<file path="config.mk">
export PLATFORM = sky130hd
export DESIGN_NAME = ssi_position_reader
export DESIGN_NICKNAME = d
export VERILOG_FILES = /design/src/rtl/ssi_rd_pkg.sv /design/src/rtl/ssi_span_timer.sv /design/src/rtl/ssi_word_shifter.sv /design/src/rtl/ssi_position_reader.sv
export SDC_FILE = /design/constraint.sdc
export NUM_CORES = 1
export LEC_CHECK = 0
export CORE_MARGIN = 2
export CORE_UTILIZATION = 45
export DETAILED_ROUTE_END_ITERATION = 7
export GPL_ROUTABILITY_DRIVEN = 0
export HOLD_SLACK_MARGIN = 0.15
export PLACE_DENSITY = 0.74
export SETUP_SLACK_MARGIN = 0.05
export SLEW_MARGIN = 20
export SYNTH_ARGS = -nofsm -noshare
export SYNTH_HDL_FRONTEND = slang
export SYNTH_SLANG_ARGS = --single-unit
</file>
<file path="constraint.sdc">
create_clock -name clk -period 2.1 [get_ports clk]
set_input_delay 0.63 -clock clk [delete_from_list [all_inputs] [get_ports clk]]
set_output_delay 0.63 -clock clk [all_outputs]
set_load 0.02 [all_outputs]
</file>
<file path="src/rtl/ssi_rd_pkg.sv">
package ssi_rd_pkg;
  typedef enum logic [1:0] {
    ST_IDLE     = 2'd0,
    ST_CLOCKING = 2'd1,
    ST_RECOVER  = 2'd2
  } ssi_state_e;
endpackage

</file>
<file path="src/rtl/ssi_span_timer.sv">
// Counts cycles while run is high; done flags the last cycle of the span.
module ssi_span_timer #(
  parameter int unsigned SPAN = 50
) (
  input  logic clk,
  input  logic rst_n,
  input  logic clear,
  input  logic run,
  output logic done
);
  localparam int unsigned CW = (SPAN > 1) ? $clog2(SPAN) : 1;
  localparam logic [CW-1:0] LAST = CW'(SPAN - 1);

  logic [CW-1:0] cnt_q, cnt_n;

  assign done = run && (cnt_q == LAST);

  always_comb begin
    cnt_n = cnt_q;
    if (clear)      cnt_n = '0;
    else if (run)   cnt_n = done ? '0 : cnt_q + 1'b1;
  end

  always_ff @(posedge clk or negedge rst_n) begin
    if (!rst_n) cnt_q <= '0;
    else        cnt_q <= cnt_n;
  end
endmodule

</file>
<file path="src/rtl/ssi_word_shifter.sv">
// Collects serial bits MSB first and publishes the word on the last one.
module ssi_word_shifter #(
  parameter int unsigned POS_BITS = 25
) (
  input  logic                clk,
  input  logic                rst_n,
  input  logic                shift_en,
  input  logic                last,
  input  logic                bit_in,
  output logic [POS_BITS-1:0] word,
  output logic                valid
);
  logic [POS_BITS-2:0] sh_q, sh_n;
  logic [POS_BITS-1:0] word_n;
  logic                valid_n;

  always_comb begin
    sh_n    = sh_q;
    word_n  = word;
    valid_n = 1'b0;
    if (shift_en) begin
      sh_n = {sh_q[POS_BITS-3:0], bit_in};
      if (last) begin
        word_n  = {sh_q, bit_in};
        valid_n = 1'b1;
      end
    end
  end

  always_ff @(posedge clk or negedge rst_n) begin
    if (!rst_n) begin
      sh_q  <= '0;
      word  <= '0;
      valid <= 1'b0;
    end else begin
      sh_q  <= sh_n;
      word  <= word_n;
      valid <= valid_n;
    end
  end
endmodule

</file>
<file path="src/rtl/ssi_position_reader.sv">
module ssi_position_reader #(
  parameter int unsigned POS_BITS        = 25,
  parameter int unsigned HALF_PERIOD     = 50,
  parameter int unsigned RECOVERY_CYCLES = 3000
) (
  input  logic                clk,
  input  logic                rst_n,
  input  logic                start,
  input  logic                ssi_data,
  output logic                ssi_clk,
  output logic [POS_BITS-1:0] position,
  output logic                data_valid,
  output logic                busy
);
  import ssi_rd_pkg::*;

  localparam int unsigned BW = $clog2(POS_BITS + 1);
  localparam logic [BW-1:0] ALL_BITS = BW'(POS_BITS);
  localparam logic [BW-1:0] LAST_BIT = BW'(POS_BITS - 1);

  ssi_state_e    state_q, state_n;
  logic          clk_q, clk_n;
  logic [BW-1:0] bits_q, bits_n;
  logic [1:0]    sync_q;
  logic          half_tick, rec_done;
  logic          sample_en, sample_last;

  // two-flop synchronizer on the asynchronous sensor data line
  always_ff @(posedge clk or negedge rst_n) begin
    if (!rst_n) sync_q <= 2'b11;
    else        sync_q <= {sync_q[0], ssi_data};
  end

  ssi_span_timer #(.SPAN(HALF_PERIOD)) u_half (
    .clk  (clk),
    .rst_n(rst_n),
    .clear(state_q != ST_CLOCKING),
    .run  (state_q == ST_CLOCKING),
    .done (half_tick)
  );

  ssi_span_timer #(.SPAN(RECOVERY_CYCLES)) u_recover (
    .clk  (clk),
    .rst_n(rst_n),
    .clear(state_q != ST_RECOVER),
    .run  (state_q == ST_RECOVER),
    .done (rec_done)
  );

  always_comb begin
    state_n     = state_q;
    clk_n       = clk_q;
    bits_n      = bits_q;
    sample_en   = 1'b0;
    sample_last = 1'b0;
    unique case (state_q)
      ST_IDLE: begin
        clk_n = 1'b1;
        if (start) begin
          state_n = ST_CLOCKING;
          clk_n   = 1'b0;          // latch edge for the sensor
          bits_n  = '0;
        end
      end
      ST_CLOCKING: begin
        if (half_tick) begin
          clk_n = ~clk_q;
          if (clk_q) begin         // falling edge: take one bit
            sample_en   = 1'b1;
            sample_last = (bits_q == LAST_BIT);
            bits_n      = bits_q + 1'b1;
          end else if (bits_q == ALL_BITS) begin
            state_n = ST_RECOVER;  // final rising edge
          end
        end
      end
      ST_RECOVER: begin
        clk_n = 1'b1;
        if (rec_done) state_n = ST_IDLE;
      end
      default: begin
        state_n = ST_IDLE;
        clk_n   = 1'b1;
      end
    endcase
  end

  always_ff @(posedge clk or negedge rst_n) begin
    if (!rst_n) begin
      state_q <= ST_IDLE;
      clk_q   <= 1'b1;
      bits_q  <= '0;
    end else begin
      state_q <= state_n;
      clk_q   <= clk_n;
      bits_q  <= bits_n;
    end
  end

  ssi_word_shifter #(.POS_BITS(POS_BITS)) u_shift (
    .clk     (clk),
    .rst_n   (rst_n),
    .shift_en(sample_en),
    .last    (sample_last),
    .bit_in  (sync_q[1]),
    .word    (position),
    .valid   (data_valid)
  );

  assign ssi_clk = clk_q;
  assign busy    = (state_q != ST_IDLE);
endmodule

</file>
==> run metrics <==
IO Port Bufs=31; CP endpoint kind=output pin; Clock Path Buffers=2; count of final setup violators=0; CP arrival=1.34 ns; clock sink count=78; Startpoint Class=register; area of the core=0.00718 sq mm; die height=89.8 microns; Worst Clk Skew=0.0113 ns; status=finished, final reports clean; sequential area share after synthesis=59.0%; Worst R2R Start=u_half.cnt_q[1]$_DFF_PN0_; CTS Root Buffer Type=clkbuf_8; std cell rows=31; initial antenna violation count=0; min cycle time layout=1.97 ns; met2 usage=19.3%; post-CTS setup buffer count=0; Detailed Routing Iterations Pass 1=4; Post-Syn Area=0.00331 sq mm; DRC Markers=0; hold buffer count at CTS=0; number of synthesized flops with an enable pin=0; global-route wire length before repair=8690 microns; Clock Pin Slew Worst Setup and Hold Paths=0.09 ns; met3 usage=5.45%; slowest stage cell, crit path=clkdlybuf4s50_1; H-tree levels=3; transition time of the tightest slew-check pin=0.514 ns; Initial Utilization=46.2%; DIE AREA=0.00806 sq mm; Place WS=-0.000636 ns; worst rel slew slack=65.4%; M1 GR Usage=18.3%; CP Class=register to output pin; Synth Register Bits=78; nets=288; Cell Chain, Critical Path=clkdlybuf4s50_1; yosys warns=0; Via density=4.84; Vias=1,850; Cell Pwr Density=852 mW/mm^2; Syn Area/Cell=14.0 sq um; share of cells above drive strength 1=29.3%; final wirelength=4830 microns; RSZ-0062 raised after global routing=false; ys async rst share=100%; Routed wire per std cell=12.7 microns; reg2reg path depth=7; Final Core Density=55.5%; HP Class=input pin to asynchronous set/reset pin; final hold vios=0; design area=0.00398 sq mm; max_cap viols=0; CTS buffer count=9; Skew-Pair Late Insertion Delay=0.35 ns; Die Wd=89.8 microns; Detail Route Antenna Nets=0; Final Slew Violations=0; antenna fix cells=0; CTS tree=built; PnR worst setup slack=0.133 ns; GR Overflow Total=0; largest net degree at the start of global routing=35; R2R Setup Slk=0.18 ns; Crit Reg-Reg Endpoint=u_shift.word[1]$_DFFE_PN0P_; io pins=32; static leakage=1.82 nW; Total GRT Usage=13.3%; worst IR drop on VDD=0.404 mV; fin crit share=93.7%; CP delay by family, top=buffers and inverters; Worst Path Buf+Inv=1; Synth Flop Type=dfrtp_1; required time of the critical path=1.47 ns; FILL cells=603; syn nets=247; GRT busiest layer=met2; initial drt markers=56; area delta synth->final=20.1%; Post-DP Area=0.00373 sq mm; Mapped Cells=237; Yosys cell types=39; max incr delay on CP=0.61 ns; vias in the first global route=1,866; Critical Path Fanout Max=2; Total Neg Setup Slack=0 ns; Achievable Freq=0.508 GHz; worst hold slack=0.191 ns; Detail Placement HPWL=3320 microns
-- per-layer routing --
layer / vias to the layer above / share of wire [%]
met3: 8 / 5.0
met2: 35 / 45
met5: - / 0
li1: 895 / -
met1: 912 / 49
met4: 0 / 1.2
-- report_power, final --
group | switching [mW] | total [mW] | internal (mW)
sequential | 0.102 | 1.71 | 1.61
combinational | 0.163 | 0.321 | 0.159
clock | 0.531 | 1.36 | 0.827
-- metrics by stage --
stage               total power [mW]  instances
floorplan                       1.96        237
global placement                2.06        366
detailed placement              2.07        366
CTS                             3.45        382
global route                    3.57        382
finish                          3.39        382
-- cells in the final DEF (no fill, tap or decap), types with 2 or more instances in the layout --
master	count
dfrtp_1	74
mux2_2	31
clkdlybuf4s50_1	28
nor2_1	25
mux2_4	19
clkbuf_8	10
inv_1	9
nand3_1	9
xnor2_1	9
nand2_1	8
ha_1	6
buf_4	6
xor2_1	5
nor3_1	3
a21oi_1	3
bufinv_16	3
dfstp_2	3
nand4_1	2
o31ai_1	2
or4_1	2
clkinv_4	2
dlygate4sd2_1	2
buf_12	2
-- worst max path at each step --
stage                                             from                      endpoint  cells after the start
final                     u_shift.word[10]$_DFFE_PN0P_                  position[10]                      1
after global routing      u_shift.word[10]$_DFFE_PN0P_                  position[10]                      1
after CTS                 u_shift.word[10]$_DFFE_PN0P_                  position[10]                      1
after detailed placement                         start         bits_q[4]$_DFFE_PN0P_                      5
after global placement                           start         bits_q[0]$_DFFE_PN0P_                      5
after floorplan              u_half.cnt_q[0]$_DFF_PN0_  u_shift.word[10]$_DFFE_PN0P_                      8
-- synth_stat cells, types with 2 or more instances --
| cell type | n | area share, % |
|---|---|---|
| a21oi_1 | 3 | 0.45 |
| buf_12 | 3 | 1.8 |
| buf_2 | 2 | 0.30 |
| dfrtp_1 | 75 | 57 |
| dfstp_2 | 3 | 2.4 |
| ha_1 | 6 | 2.3 |
| inv_1 | 9 | 1.0 |
| mux2_2 | 31 | 11 |
| mux2_4 | 19 | 8.6 |
| nand2_1 | 8 | 0.91 |
| nand3_1 | 9 | 1.4 |
| nand4_1 | 2 | 0.38 |
| nor2_1 | 25 | 2.8 |
| nor3_1 | 3 | 0.45 |
| o31ai_1 | 2 | 0.45 |
| or4_1 | 2 | 0.45 |
| xnor2_1 | 9 | 2.4 |
| xor2_1 | 5 | 1.3 |
-- state kept, by name, indices dropped and copies added (netlist names) --
register and count:
u_half.cnt_q 6, u_shift.valid 1, ssi_clk 1, u_recover.cnt_q 12, bits_q 5, state_q 2, u_shift.sh_q 24, u_shift.word 25
sync_q 2
-- layout make-up --
type                            count  area, sq um  area share (%)
Sequential cell                    78         1960            49.2
Multi-Input combinational cell    142         1230            31.0
Timing Repair Buffer               38          383            9.62
Clock buffer                       11          141            3.55
Tap cell                           99          124            3.11
Clock inverter                      5          108            2.70
Inverter                            9         33.8           0.849
-- what timing repair did --
| item | 4_1_cts | 5_1_grt |
|---|---|---|
| gates resized for setup | 3 | 0 |
| endpoints found under the setup margin | 2 | 0 |
| endpoints found under the hold margin | 0 | 0 |
-- logic make-up after synthesis --
logic type,count (synthesis),share of synthesized area [%]
AOI/OAI and AO/OA,11,2.34
DFF,78,59.0
and+or+nand+nor,60,9.48
buffers and inverters,17,3.74
muxes,51,19.4
xor gates and xnor gates,14,3.70
adders and majority gates,6,2.27
No activity file was read; power rests on OpenSTA's default activity.
